## src/rtl/nibcmp_pkg.sv

```systemverilog
package nibcmp_pkg;
  localparam int NIB_W = 4;
  localparam int IW    = 10;
  localparam int BIT_W = $clog2(NIB_W);

  // full-word encodings
  localparam logic [IW-1:0] ENC_A_NE_M = 10'b0000000100;
  localparam logic [IW-1:0] ENC_B_NE_M = 10'b0001000100;
  localparam logic [IW-1:0] ENC_A_LE_M = 10'b0000010100;
  localparam logic [IW-1:0] ENC_B_LE_M = 10'b0011000100;
  // six-bit prefixes followed by an immediate
  localparam logic [5:0] PFX_I_NE_M = 6'b000010;
  localparam logic [5:0] PFX_Y_NE_I = 6'b000111;
  localparam logic [5:0] PFX_I_LE_M = 6'b000011;
  localparam logic [5:0] PFX_A_LE_I = 6'b101011;
  // eight-bit prefixes followed by a bit index
  localparam logic [7:0] PFX_BSET = 8'b00100001;
  localparam logic [7:0] PFX_BCLR = 8'b00100010;
  localparam logic [7:0] PFX_BTST = 8'b00100011;

  typedef enum logic [2:0] {K_NOP, K_NE, K_LE, K_SET, K_CLR, K_TEST} kind_e;
  typedef enum logic [1:0] {L_A, L_B, L_Y, L_IMM} lhs_e;

  typedef struct packed {
    logic  latchEn;
    logic  execEn;
    kind_e kind;
    lhs_e  lhsSel;
    logic  rhsMem;
    logic  useDirect;
  } ctrl_t;
endpackage

```

## src/rtl/nibcmp_ctrl.sv

```systemverilog
module nibcmp_ctrl
  import nibcmp_pkg::*;
(
  input  logic          clk,
  input  logic          rst_n,
  input  logic          start,
  input  logic [IW-1:0] instrWord,
  input  logic          hasSecond,
  output ctrl_t         strobes,
  output logic [1:0]    cycleCount
);
  typedef enum logic [1:0] {ST_IDLE, ST_ADDR, ST_EXEC} state_e;

  state_e state;
  kind_e  kindQ, dKind;
  lhs_e   lhsQ, dLhs;
  logic   rhsMemQ, dRhsMem;
  logic   directQ, dDirOk;
  logic   accept;

  assign accept = start && (state == ST_IDLE);

  always_comb begin
    dKind   = K_NOP;
    dLhs    = L_A;
    dRhsMem = 1'b1;
    dDirOk  = 1'b0;
    if (instrWord == ENC_A_NE_M) begin
      dKind = K_NE; dDirOk = 1'b1;
    end else if (instrWord == ENC_B_NE_M) begin
      dKind = K_NE; dLhs = L_B;
    end else if (instrWord[9:4] == PFX_I_NE_M) begin
      dKind = K_NE; dLhs = L_IMM; dDirOk = 1'b1;
    end else if (instrWord[9:4] == PFX_Y_NE_I) begin
      dKind = K_NE; dLhs = L_Y; dRhsMem = 1'b0;
    end else if (instrWord == ENC_A_LE_M) begin
      dKind = K_LE; dDirOk = 1'b1;
    end else if (instrWord == ENC_B_LE_M) begin
      dKind = K_LE; dLhs = L_B;
    end else if (instrWord[9:4] == PFX_I_LE_M) begin
      dKind = K_LE; dLhs = L_IMM; dDirOk = 1'b1;
    end else if (instrWord[9:4] == PFX_A_LE_I) begin
      dKind = K_LE; dRhsMem = 1'b0;
    end else if (instrWord[9:2] == PFX_BSET) begin
      dKind = K_SET; dDirOk = 1'b1;
    end else if (instrWord[9:2] == PFX_BCLR) begin
      dKind = K_CLR; dDirOk = 1'b1;
    end else if (instrWord[9:2] == PFX_BTST) begin
      dKind = K_TEST; dDirOk = 1'b1;
    end
  end

  always_ff @(posedge clk or negedge rst_n) begin
    if (!rst_n) begin
      state      <= ST_IDLE;
      kindQ      <= K_NOP;
      lhsQ       <= L_A;
      rhsMemQ    <= 1'b0;
      directQ    <= 1'b0;
      cycleCount <= 2'd0;
    end else begin
      case (state)
        ST_IDLE: if (accept) state <= (hasSecond && dDirOk) ? ST_ADDR : ST_EXEC;
        ST_ADDR: state <= ST_EXEC;
        default: state <= ST_IDLE;
      endcase
      if (accept) begin
        kindQ      <= dKind;
        lhsQ       <= dLhs;
        rhsMemQ    <= dRhsMem;
        directQ    <= hasSecond && dDirOk;
        cycleCount <= (hasSecond && dDirOk) ? 2'd2 : 2'd1;
      end
    end
  end

  always_comb begin
    strobes.latchEn   = accept;
    strobes.execEn    = (state == ST_EXEC);
    strobes.kind      = kindQ;
    strobes.lhsSel    = lhsQ;
    strobes.rhsMem    = rhsMemQ;
    strobes.useDirect = directQ;
  end


  exec_single_chk: assert property (@(posedge clk) disable iff (!rst_n)
    strobes.execEn |=> !strobes.execEn);


  addr_wait_chk: assert property (@(posedge clk) disable iff (!rst_n)
    (state == ST_ADDR) |=> strobes.execEn && (cycleCount == 2'd2));


  count_range_chk: assert property (@(posedge clk) disable iff (!rst_n)
    strobes.execEn |-> (cycleCount == 2'd1 || cycleCount == 2'd2));


  busy_ignore_chk: assert property (@(posedge clk) disable iff (!rst_n)
    (state != ST_IDLE && start) |=> $stable(kindQ) || (state != ST_EXEC));
endmodule

```

## src/rtl/nibcmp_dp.sv

```systemverilog
module nibcmp_dp
  import nibcmp_pkg::*;
#(
  parameter int ADDR_W = 4
) (
  input  logic              clk,
  input  logic              rst_n,
  input  ctrl_t             strobes,
  input  logic [NIB_W-1:0]  immField,
  input  logic [ADDR_W-1:0] directAddr,
  input  logic [NIB_W-1:0]  regA,
  input  logic [NIB_W-1:0]  regB,
  input  logic [NIB_W-1:0]  regY,
  input  logic [ADDR_W-1:0] ramPtr,
  input  logic [NIB_W-1:0]  ramRdData,
  output logic [ADDR_W-1:0] ramAddr,
  output logic [NIB_W-1:0]  ramWrData,
  output logic              ramWrEn,
  output logic              statusFlag
);
  logic [NIB_W-1:0]  aQ, bQ, yQ, immQ;
  logic [ADDR_W-1:0] ptrQ, dirQ;
  logic [NIB_W-1:0]  lhsVal, rhsVal, bitMask;
  logic [NIB_W:0]    diff;
  logic              neRes, leRes, isWrite;

  always_ff @(posedge clk or negedge rst_n) begin
    if (!rst_n) begin
      aQ <= '0; bQ <= '0; yQ <= '0; immQ <= '0;
      ptrQ <= '0; dirQ <= '0;
    end else if (strobes.latchEn) begin
      aQ <= regA; bQ <= regB; yQ <= regY; immQ <= immField;
      ptrQ <= ramPtr; dirQ <= directAddr;
    end
  end

  assign ramAddr = strobes.useDirect ? dirQ : ptrQ;

  always_comb begin
    case (strobes.lhsSel)
      L_A:     lhsVal = aQ;
      L_B:     lhsVal = bQ;
      L_Y:     lhsVal = yQ;
      default: lhsVal = immQ;
    endcase
  end

  assign rhsVal = strobes.rhsMem ? ramRdData : immQ;
  assign diff   = {1'b0, rhsVal} - {1'b0, lhsVal};
  assign neRes  = (lhsVal != rhsVal);
  assign leRes  = ~diff[NIB_W];

  genvar gi;
  generate
    for (gi = 0; gi < NIB_W; gi++) begin : g_mask
      assign bitMask[gi] = (immQ[BIT_W-1:0] == BIT_W'(gi));
    end
  endgenerate

  assign isWrite   = (strobes.kind == K_SET) || (strobes.kind == K_CLR);
  assign ramWrEn   = strobes.execEn && isWrite;
  assign ramWrData = (strobes.kind == K_SET) ? (ramRdData | bitMask)
                                             : (ramRdData & ~bitMask);

  always_ff @(posedge clk or negedge rst_n) begin
    if (!rst_n) begin
      statusFlag <= 1'b0;
    end else if (strobes.execEn) begin
      case (strobes.kind)
        K_NE:    statusFlag <= neRes;
        K_LE:    statusFlag <= leRes;
        K_TEST:  statusFlag <= ramRdData[immQ[BIT_W-1:0]];
        default: statusFlag <= statusFlag;
      endcase
    end
  end


  keep_other_bits_chk: assert property (@(posedge clk) disable iff (!rst_n)
    ramWrEn |-> (((ramWrData ^ ramRdData) & ~bitMask) == '0));


  write_keeps_status_chk: assert property (@(posedge clk) disable iff (!rst_n)
    ramWrEn |=> $stable(statusFlag));


  status_idle_chk: assert property (@(posedge clk) disable iff (!rst_n)
    !strobes.execEn |=> $stable(statusFlag));
endmodule

```

## src/rtl/nibble_cmp_unit.sv

```systemverilog
module nibble_cmp_unit
  import nibcmp_pkg::*;
#(
  parameter int ADDR_W = 4
) (
  input  logic              clk,
  input  logic              rst_n,
  input  logic              start,
  input  logic [9:0]        instrWord,
  input  logic              hasSecond,
  input  logic [ADDR_W-1:0] directAddr,
  input  logic [3:0]        regA,
  input  logic [3:0]        regB,
  input  logic [3:0]        regY,
  input  logic [ADDR_W-1:0] ramPtr,
  output logic [ADDR_W-1:0] ramAddr,
  input  logic [3:0]        ramRdData,
  output logic [3:0]        ramWrData,
  output logic              ramWrEn,
  output logic              statusFlag,
  output logic [1:0]        cycleCount,
  output logic              execPulse
);
  ctrl_t strobes;

  nibcmp_ctrl u_ctrl (
    .clk        (clk),
    .rst_n      (rst_n),
    .start      (start),
    .instrWord  (instrWord),
    .hasSecond  (hasSecond),
    .strobes    (strobes),
    .cycleCount (cycleCount)
  );

  nibcmp_dp #(.ADDR_W(ADDR_W)) u_dp (
    .clk        (clk),
    .rst_n      (rst_n),
    .strobes    (strobes),
    .immField   (instrWord[NIB_W-1:0]),
    .directAddr (directAddr),
    .regA       (regA),
    .regB       (regB),
    .regY       (regY),
    .ramPtr     (ramPtr),
    .ramRdData  (ramRdData),
    .ramAddr    (ramAddr),
    .ramWrData  (ramWrData),
    .ramWrEn    (ramWrEn),
    .statusFlag (statusFlag)
  );

  assign execPulse = strobes.execEn;


  nop_no_write_chk: assert property (@(posedge clk) disable iff (!rst_n)
    (execPulse && strobes.kind == K_NOP) |-> !ramWrEn);
endmodule

```

## config.mk

```make
export PLATFORM = sky130hd
export DESIGN_NAME = nibble_cmp_unit
export DESIGN_NICKNAME = d
export VERILOG_FILES = /design/src/rtl/nibcmp_pkg.sv /design/src/rtl/nibcmp_ctrl.sv /design/src/rtl/nibcmp_dp.sv /design/src/rtl/nibble_cmp_unit.sv
export SDC_FILE = /design/constraint.sdc
export NUM_CORES = 1
export LEC_CHECK = 0
export ABC_AREA = 1
export BUFFER_PORTS_ARGS = -buffer_cell sky130_fd_sc_hd__clkbuf_2
export CORE_ASPECT_RATIO = 1.5
export CORE_UTILIZATION = 55
export CTS_BUF_LIST = sky130_fd_sc_hd__clkbuf_4
export CTS_CLUSTER_SIZE = 30
export DETAILED_ROUTE_END_ITERATION = 10
export PLACE_DENSITY = 0.82
export SYNTH_ARGS = -nofsm -noshare
export SYNTH_HDL_FRONTEND = slang
export SYNTH_HIERARCHICAL = 1
export SYNTH_SLANG_ARGS = --single-unit
```

## constraint.sdc

```tcl
create_clock -name clk -period 3.45 [get_ports clk]
set_input_delay 0.69 -clock clk [delete_from_list [all_inputs] [get_ports clk]]
set_output_delay 0.69 -clock clk [all_outputs]
set_load 0.02 [all_outputs]
```

# After elaboration in Yosys (flattened, before gate mapping)
# Index checks and enable logic that the tools add are counted.
# Widths: inputs -> output; s select.
# word_totals
ff_bits	36
input_bits	38
# op_classes
addsub	1
order_cmp	1
eq_ne	25
muxes	48
bitwise_logic	4
n_reduce_logical	9
# ops
op	count
$mux 3	11
$eq 8x6->1 const B	3
$mux 1	20
$mux 2	10
$eq 6x2->1 const B	2
$mux 4	3
$pmux 4 s3	1
$eq 10x3->1 const B	1
$eq 10x5->1 const B	1
$eq 10x7->1 const B	1
$eq 10x8->1 const B	1
$eq 2x2->1 const B	4
$eq 2x1->1 const B	3
$eq 3x2->1 const B	2
$eq 3x3->1 const B	2
$eq 6x3->1 const B	1
$eq 6x6->1 const B	1
$logic_not 2->1	3
$sub 4x4->5	1
$and 4x4->4	1
$ne 4x4->1	1
$not 4->4	1
$or 4x4->4	1
$pmux 2 s2	1
other kinds (10)	12

# Depth between registers and ports, before layout
# Gate-level depths: netlist of run 1.
# logic_depth
word_depth	16
ltp_mapped	16
mapped_depth_nobuf	15

# Hierarchy
# Netlist of run 1, hierarchy kept.
# modules_own_cells
module	instances	cells_per_inst	area_per_inst_um2	seq_area_each_um2
nibcmp_dp	1	172	1395.1	625.6
nibcmp_ctrl	1	92	651.9	250.2

# Worst setup path after synthesis of run 1
# OpenSTA, ideal clock, no wires.
# synth_path
kind	input port to output port
start	input port ramRdData[0]
end	output port ramWrData[0]
arrival_ns	1.209
required_time_ns	2.760
setup_slack_ns	1.551
cell_stages	2
path_buffers	0
cell_sequence	inv_1 -> o21ai_0
# synth_between
elab_chain_len	2
word_cells_on_any_way	3
classes_between	mux (1); bitwise (2)
# synth_rtl
item	line	rtl
from (decl)	nibble_cmp_unit.sv:17	input logic [3:0] ramRdData,
$and 4x4->4 or $or 4x4->4 (tied branches)	nibcmp_dp.sv:63, nibcmp_dp.sv:62	
$mux 4 *	nibcmp_dp.sv:62	assign ramWrData = (strobes.kind == K_SET) ? (ramRdData | bitMask)
to (decl)	nibble_cmp_unit.sv:18	output logic [3:0] ramWrData,
# Every way passes the cells marked *; elsewhere a longest branch is shown, timed or not.

# Worst setup path in the final report of run 1
# layout_path
start	register u_ctrl.kindQ[1]
end	output port ramWrData[0]
# layout_between
elab_chain_len	2
# layout_rtl
item	line	rtl
from (decl)	nibcmp_ctrl.sv:15	kind_e kindQ, dKind;
from (signal assigned)	nibcmp_ctrl.sv:68	kindQ <= dKind;
$eq 3x2->1	nibcmp_dp.sv:62	
$mux 4	nibcmp_dp.sv:62	
# No other way between the ends.

==> flow_summary.ini, run 1 <==
[critical_path]
critPathArrivalTime_ns = 1.55
cpMaxStageDelayCell = sky130_fd_sc_hd__dfrtp_1
cp_data_required_time_ns = 2.76
timing.critical_path.to_type = output pin
worstPathCellList = nand2_1 > nor2_1 > nand2_1 > o21ai_0 > clkbuf_2
timing.critical_path.mode_cell = sky130_fd_sc_hd__nand2_1
critical_path_class = register to output pin
worst_setup_path_start_kind = register
buf_inv_on_cp = 1
crit_path_max_fanout = 5
cp_slowest_stage_delay_ns = 0.43
cell_family_contributing_the_most_delay_on_the_critical_path = simple AND/OR/NAND/NOR gates

[routing]
detail_route.iter0.violations = 47
drt-pass1-iter-count = 4
routed_antenna_nets = 0
wire_per_inst_um = 12.2
postRouteWirelength_um = 4340
route.detailed.vias_per_inst = 5.23
dr_total_vias = 1856
drt_drc_violations_left = 0

[yosys]
synth-seq-cells = 35
synth_fp_nets = 306
synth.largest_area_cell = sky130_fd_sc_hd__dfrtp_1
synth_area_leaders = sky130_fd_sc_hd__dfrtp_1, sky130_fd_sc_hd__nand2_1, sky130_fd_sc_hd__inv_1, sky130_fd_sc_hd__mux2_1, sky130_fd_sc_hd__nand3_1
async_reset_ff_share_pct = 100
postSynthCellCount = 264
ys.flop_type = sky130_fd_sc_hd__dfrtp_1
yosys_warnings = 6
synth_edf_count = 0
synth_top_area_share_pct = 42.8
synth.cells.most_frequent = sky130_fd_sc_hd__nand2_1, sky130_fd_sc_hd__dfrtp_1, sky130_fd_sc_hd__inv_1, sky130_fd_sc_hd__nand3_1, sky130_fd_sc_hd__o21ai_0
synth_sequential_area_ratio_pct = 42.8
syn_avg_cell_area_sq_um = 7.75
mapped_cell_area_sq_mm = 0.00205
netlist-cell-type-count = 25
post-synth-top-count-cell = sky130_fd_sc_hd__nand2_1

[layout]
stdcell_count = 355
antenna_cells_inserted = 0
flow.area_growth_from_synthesis_pct = 15.8
nNetsFinal = 354
post_route_cells_drive_above_1_share_pct = 23.3

[cts]
worst_setup_hold_path_clk_slew_ns = 0.11
cts_root_buf = sky130_fd_sc_hd__clkbuf_4
total_cts_buffers = 5
ctsResizeCount = 0
cts_tree = yes
post-cts-setup-buffers = 0
clk-insertion-delay-late_ns = 0.36
cts-hold-fix-buffers = 0
cts.htree.levels = 2
clk_buf_depth = 2
tritoncts_num_sinks = 35

[global_route]
antenna_violations_before_repair = 0
grt.met3_usage_pct = 5.95
grt_pass1_vias = 1788
globalRouteTotalUtil_pct = 25.4
grt-ovfl-total = 0
gr-max-usage-layer = met2
grt_util_met2_pct = 44.9
global_route_wire_length_before_repair_um = 7470
grt_max_degree = 48
globalRouteMet1Util_pct = 27.6

[placement]
place.detailed.hpwl_um = 3330
placed_cells = 347
pre_cts_slack_ns = 1.55
place.port_buffers = 50
place.gp.congestion = 0.892

[sta]
slew_headroom_pct = 43.4
finalCritPeriodShare_pct = 64.9
rsz_0062_raised_after_global_routing = no
maximum_clock_frequency_ghz = 0.446
timing.final.setup_violations = 0
skew_ns = 0.00887
report.final.hold_viol_count = 0
fin_ws_ns = 1.21
worst_slew_pin_slew_ns = 0.848
min_period_ns = 2.24
finalSetupTns_ns = 0
holdWs_ns = 0.413
timing.final.max_slew_violations = 0

[power_and_ir_drop]
vdd_ir_drop_max_uv = 328
power.static_leakage_nw = 1.25
ratio_of_total_power_to_cell_area_mw_per_mm2 = 443

[hold_path]
timing.hold.worst.class = input pin to async pin

[floorplan]
floorplan.die_area_sq_mm = 0.00397
rows = 26
die_y_um = 76.7
die-width_um = 51.8
coreArea_sq_mm = 0.00348
num_io_pins = 51
effective_utilization_at_floorplan_pct = 58.8

[run_status]
run_status = completed

[job]
max-cap-violations = 0
-- worst reg2reg max path: stages (launching register included) --
cell and delay [ns]:
sky130_fd_sc_hd__dfrtp_1 0.45, sky130_fd_sc_hd__inv_1 0.14, sky130_fd_sc_hd__o31ai_1 0.32, sky130_fd_sc_hd__o22ai_1 0.11, sky130_fd_sc_hd__ha_1 0.31, sky130_fd_sc_hd__nand2_1 0.07
sky130_fd_sc_hd__nand2_1 0.06, sky130_fd_sc_hd__nor2_1 0.08, sky130_fd_sc_hd__nand2_1 0.06, sky130_fd_sc_hd__nand2_1 0.05, sky130_fd_sc_hd__nand2_1 0.04, sky130_fd_sc_hd__nand2_1 0.06
sky130_fd_sc_hd__nand2_1 0.04
-- placed cells by master, fill, tap and decap left out, drive strengths merged, types with 2 or more instances in the layout --
master	Yosys	final
nor2	25	25
o21ai	34	34
ha	4	4
dfrtp	35	35
clkinv	0	2
mux2	11	11
clkbuf	0	55
a21oi	2	2
o22ai	2	2
nor3	2	2
nand3	23	23
nand2	72	72
inv	35	35
o211ai	3	3
o31ai	3	3
-- kinds of logic (layout without fill, tap and decap cells) --
family | after synthesis | after routing | share of synthesized area [%]
buffers and inverters | 45 | 94 | 9.47
DFF | 35 | 35 | 42.8
adders and majority gates | 4 | 4 | 2.45
AOI/OAI and AO/OA | 46 | 46 | 12.3
muxes | 11 | 11 | 6.05
and+or+nand+nor | 123 | 123 | 27.0
-- where the power goes --
group	switching, W	leakage (nW)	internal, W
clock network	0.000142	0.0426	0.000149
logic	0.000158	0.780	0.0000991
registers	0.0000382	0.430	0.000464
total	0.000338	1.25	0.000712
-- routing by layer --
metal,part of all wire (%),wire (um)
met1,39,1710
met2,55,2380
met3,3.5,153
met4,2.2,96
met5,0,0
-- flip-flops by register name, summed over array words and instances (netlist names) --
signal and cells:
u_ctrl/cycleCount 2, u_dp/statusFlag 1, u_dp/immQ 4, u_dp/dirQ 4
u_ctrl/rhsMemQ 1, u_dp/ptrQ 4, u_dp/yQ 4, u_ctrl/lhsQ 2
u_dp/bQ 4, u_ctrl/kindQ 3, u_dp/aQ 4, u_ctrl/state 2
-- path summary, 6_finish.rpt --
path | startpoint | end | slack [ns] | cells after the start
hold reg to reg | u_ctrl/cycleCount[0]$_DFFE_PN0P_ | u_ctrl/cycleCount[0]$_DFFE_PN0P_ | 0.49 | 2
max in group asynchronous | rst_n | u_ctrl/lhsQ[0]$_DFFE_PN0P_ | 2.49 | 1
hold / removal | rst_n | u_dp/yQ[3]$_DFFE_PN0P_ | 0.41 | 1
min in group clk | u_ctrl/cycleCount[0]$_DFFE_PN0P_ | u_ctrl/cycleCount[0]$_DFFE_PN0P_ | 0.49 | 2
setup reg to reg | u_ctrl/lhsQ[1]$_DFFE_PN0P_ | u_dp/statusFlag$_DFFE_PN0P_ | 1.56 | 12
setup / recovery | u_ctrl/kindQ[1]$_DFFE_PN0P_ | ramWrData[0] | 1.21 | 5
-- final cells by class --
type                            count  area [sq um]
Clock inverter                      3          38.8
Tap cell                           42          52.6
Multi-Input combinational cell    184           977
Fill cell                         326          1110
Timing Repair Buffer               51           258
Clock buffer                        5          37.5
Inverter                           35           131
Sequential cell                    35           876
-- metrics by stage --
step	cell area, sq um	utilization [%]	total power, W
detailed placement	2290	65.9	0.000768
finish	2370	68.1	0.00105
CTS	2370	68.1	0.00106
global placement	2290	65.9	0.000756
floorplan	2050	-	0.000681
global route	2370	68.1	0.00112
Note: power is estimated with default switching activity, not from simulation.
==> run 2, diff against run 1 <==
--- a/config.mk
+++ b/config.mk
@@ -5,14 +5,14 @@
 export SDC_FILE = /design/constraint.sdc
 export NUM_CORES = 1
 export LEC_CHECK = 0
-export ABC_AREA = 1
+export ABC_AREA = 0
 export BUFFER_PORTS_ARGS = -buffer_cell sky130_fd_sc_hd__clkbuf_2
 export CORE_ASPECT_RATIO = 1.5
-export CORE_UTILIZATION = 55
+export CORE_UTILIZATION = 49
 export CTS_BUF_LIST = sky130_fd_sc_hd__clkbuf_4
 export CTS_CLUSTER_SIZE = 30
 export DETAILED_ROUTE_END_ITERATION = 10
-export PLACE_DENSITY = 0.82
+export PLACE_DENSITY = 0.78
 export SYNTH_ARGS = -nofsm -noshare
 export SYNTH_HDL_FRONTEND = slang
 export SYNTH_HIERARCHICAL = 1
==> constraint.sdc (replaced) <==
create_clock -name clk -period 1.9 [get_ports clk]
set_input_delay 0.38 -clock clk [delete_from_list [all_inputs] [get_ports clk]]
set_output_delay 0.38 -clock clk [all_outputs]
set_load 0.02 [all_outputs]
==> run 2 against run 1 <==
The flow now finishes with violations (negative setup slack). Utilization shrank 4.0 points. Worst setup slack got worse by 1.3 ns. Clock skew increased by 0.0020 ns. Sequential power is 82% higher. First-iteration DRC count decreased by 34%. Wire length rose by 4.3%. Via count decreased by 12%. Critical path type is now register to register. Largest cell class unchanged. Highest routed layer unchanged.
==> flow_summary.ini, run 2 <==
[routing]
route.detailed.vias_per_inst = 5.75
dr_total_vias = 1627
routed_antenna_nets = 0
postRouteWirelength_um = 4530
drt_drc_violations_left = 0
detail_route.iter0.violations = 31
drt-pass1-iter-count = 4
wire_per_inst_um = 16.0

[yosys]
synth-seq-cells = 35
synth_area_leaders = sky130_fd_sc_hd__dfrtp_1, sky130_fd_sc_hd__mux2_2, sky130_fd_sc_hd__mux4_2, sky130_fd_sc_hd__ha_1, sky130_fd_sc_hd__nand2_1
ys.flop_type = sky130_fd_sc_hd__dfrtp_1
synth_edf_count = 0
synth.cells.most_frequent = sky130_fd_sc_hd__dfrtp_1, sky130_fd_sc_hd__mux2_2, sky130_fd_sc_hd__nand2_1, sky130_fd_sc_hd__nor2_1, sky130_fd_sc_hd__inv_1
synth_fp_nets = 216
async_reset_ff_share_pct = 100
synth_top_area_share_pct = 44.1
synth.largest_area_cell = sky130_fd_sc_hd__dfrtp_1
yosys_warnings = 6
postSynthCellCount = 174
synth_sequential_area_ratio_pct = 44.1
mapped_cell_area_sq_mm = 0.00199
post-synth-top-count-cell = sky130_fd_sc_hd__dfrtp_1
netlist-cell-type-count = 43
syn_avg_cell_area_sq_um = 11.4

[sta]
fin_ws_ns = -0.131
timing.final.setup_violations = 1
timing.final.max_slew_violations = 0
skew_ns = 0.0108
report.final.hold_viol_count = 0
worst_slew_pin_slew_ns = 0.433
maximum_clock_frequency_ghz = 0.492
finalSetupTns_ns = -0.131
min_period_ns = 2.03
slew_headroom_pct = 71.1
finalCritPeriodShare_pct = 107
rsz_0062_raised_after_global_routing = yes

[cts]
cts_tree = yes
cts_root_buf = sky130_fd_sc_hd__clkbuf_4
worst_setup_hold_path_clk_slew_ns = 0.11
cts.htree.levels = 2
cts-hold-fix-buffers = 0
clk-insertion-delay-late_ns = 0.34
clk_buf_depth = 2
tritoncts_num_sinks = 35
total_cts_buffers = 5

[critical_path]
worst_setup_path_start_kind = register
critical_path_class = register to register
critPathArrivalTime_ns = 2.26
timing.reg2reg.worst_path_depth = 7
crit_path_max_fanout = 5
timing.critical_path.to_type = register
regToRegSetupSlack_ns = -0.13
cp_data_required_time_ns = 2.13

[floorplan]
coreArea_sq_mm = 0.00392
floorplan.die_area_sq_mm = 0.00432
rows = 28
die_y_um = 80.0
effective_utilization_at_floorplan_pct = 50.7
die-width_um = 54.0
num_io_pins = 51

[job]
max-cap-violations = 0

[placement]
place.port_buffers = 50
place.gp.congestion = 0.880
pre_cts_slack_ns = -0.103
place.detailed.hpwl_um = 3290

[layout]
num-fill-cells = 335
flow.area_growth_from_synthesis_pct = 26.5
layout_commonest_cell = sky130_fd_sc_hd__clkbuf_2
layout.core_utilization_pct = 64.1
nNetsFinal = 279
post_route_cells_drive_above_1_share_pct = 55.5
most-common-layout-cells = sky130_fd_sc_hd__clkbuf_2, sky130_fd_sc_hd__dfrtp_1, sky130_fd_sc_hd__mux2_2
antenna_cells_inserted = 0

[run_status]
run_status = finished, violations left
violations = negative setup slack

[power_and_ir_drop]
ratio_of_total_power_to_cell_area_mw_per_mm2 = 759
vdd_ir_drop_max_uv = 695
power.static_leakage_nw = 1.13

[global_route]
grt_pass1_vias = 1509
grt_max_degree = 36
globalRouteTotalUtil_pct = 22.4
global_route_wire_length_before_repair_um = 6780
grt-ovfl-total = 0
antenna_violations_before_repair = 0

[hold_path]
timing.hold.worst.class = input pin to async pin
-- run 2: cell types whose count changed after synthesis, moves of 4 or more --
cell	before	now
sky130_fd_sc_hd__nand2_1	71	10
sky130_fd_sc_hd__mux2_2	0	31
sky130_fd_sc_hd__inv_1	33	9
sky130_fd_sc_hd__nand3_1	21	1
sky130_fd_sc_hd__o21ai_0	21	7
sky130_fd_sc_hd__o21ai_1	13	1
sky130_fd_sc_hd__mux2_1	11	0
sky130_fd_sc_hd__nor2_2	7	0
sky130_fd_sc_hd__nor2_1	16	10
sky130_fd_sc_hd__mux4_2	0	5
sky130_fd_sc_hd__nor2b_1	0	5
sky130_fd_sc_hd__a21oi_1	2	6
-- run 2: kinds of logic (layout without fill, tap and decap cells) --
logic type	count (synthesis)	in the layout	synth area share, %
AOI/OAI and AO/OA	32	32	11.2
and+or+nand+nor	43	43	12.6
muxes	37	37	23.7
adders and majority gates	4	4	2.52
xor gates and xnor gates	2	2	0.881
DFF	35	35	44.1
buffers and inverters	21	85	5.03
-- run 2: metal layers --
| metal | vias to the layer above | global-route usage, % | part of all wire, % |
|---|---|---|---|
| met1 | 805 | 25.0 | 40 |
| met3 | 8 | 5.71 | 3.9 |
| met5 | - | 0 | 0 |
| met2 | 46 | 37.8 | 54 |
| met4 | 0 | 11.0 | 2.1 |
| li1 | 768 | - | - |
-- run 2: timing repair --
item	CTS	global route
endpoints found under the setup margin	6	6
gates cloned	0	1
pin swaps	5	4
setup buffers	0	1
resized for setup	12	14
-- run 2: power by group --
part,switching (W),internal (W)
clock,0.000241,0.000151
combinational,0.000280,0.000323
sequential,0.0000709,0.000843
-- run 2: through the flow --
stage | std cells | area [sq um] | power [W] | hold slack (ns)
after floorplan | 174 | 1990 | 0.00125 | 0.0844
after global placement | 273 | 2350 | 0.00142 | 0.438
after detailed placement | 273 | 2350 | 0.00144 | 0.440
after CTS | 281 | 2440 | 0.00186 | 0.0474
after global routing | 283 | 2510 | 0.00201 | 0.0921
final | 283 | 2510 | 0.00191 | 0.0480
-- run 2: path summary, 6_finish.rpt --
path                                              from                     endpoint
min in group clk                               regB[0]       u_dp/bQ[0]$_DFFE_PN0P_
hold reg to reg            u_ctrl/state[1]$_DFFE_PN0P_  u_ctrl/state[1]$_DFFE_PN0P_
hold / removal                                   rst_n  u_dp/statusFlag$_DFFE_PN0P_
setup reg to reg            u_ctrl/lhsQ[0]$_DFFE_PN0P_  u_dp/statusFlag$_DFFE_PN0P_
setup / recovery            u_ctrl/lhsQ[0]$_DFFE_PN0P_  u_dp/statusFlag$_DFFE_PN0P_
max in group asynchronous                        rst_n   u_ctrl/lhsQ[0]$_DFFE_PN0P_
-- run 2: area by class of cell --
type	count	area [sq um]	area share [%]
Clock buffer	6	45.0	1.79
Multi-Input combinational cell	118	1090	43.5
Inverter	9	33.8	1.34
Timing Repair Buffer	68	398	15.8
Tap cell	45	56.3	2.24
Clock inverter	2	7.51	0.299
Sequential cell	35	880	35.0
-- run 2: critical path, cell delays in order, from the launching register on --
cell and delay, ns:
sky130_fd_sc_hd__dfrtp_2 0.46, sky130_fd_sc_hd__mux4_2 0.53, sky130_fd_sc_hd__inv_2 0.09, sky130_fd_sc_hd__ha_4 0.19, sky130_fd_sc_hd__nor2b_4 0.12, sky130_fd_sc_hd__o211ai_1 0.24
sky130_fd_sc_hd__a32o_1 0.22, sky130_fd_sc_hd__a22oi_1 0.07
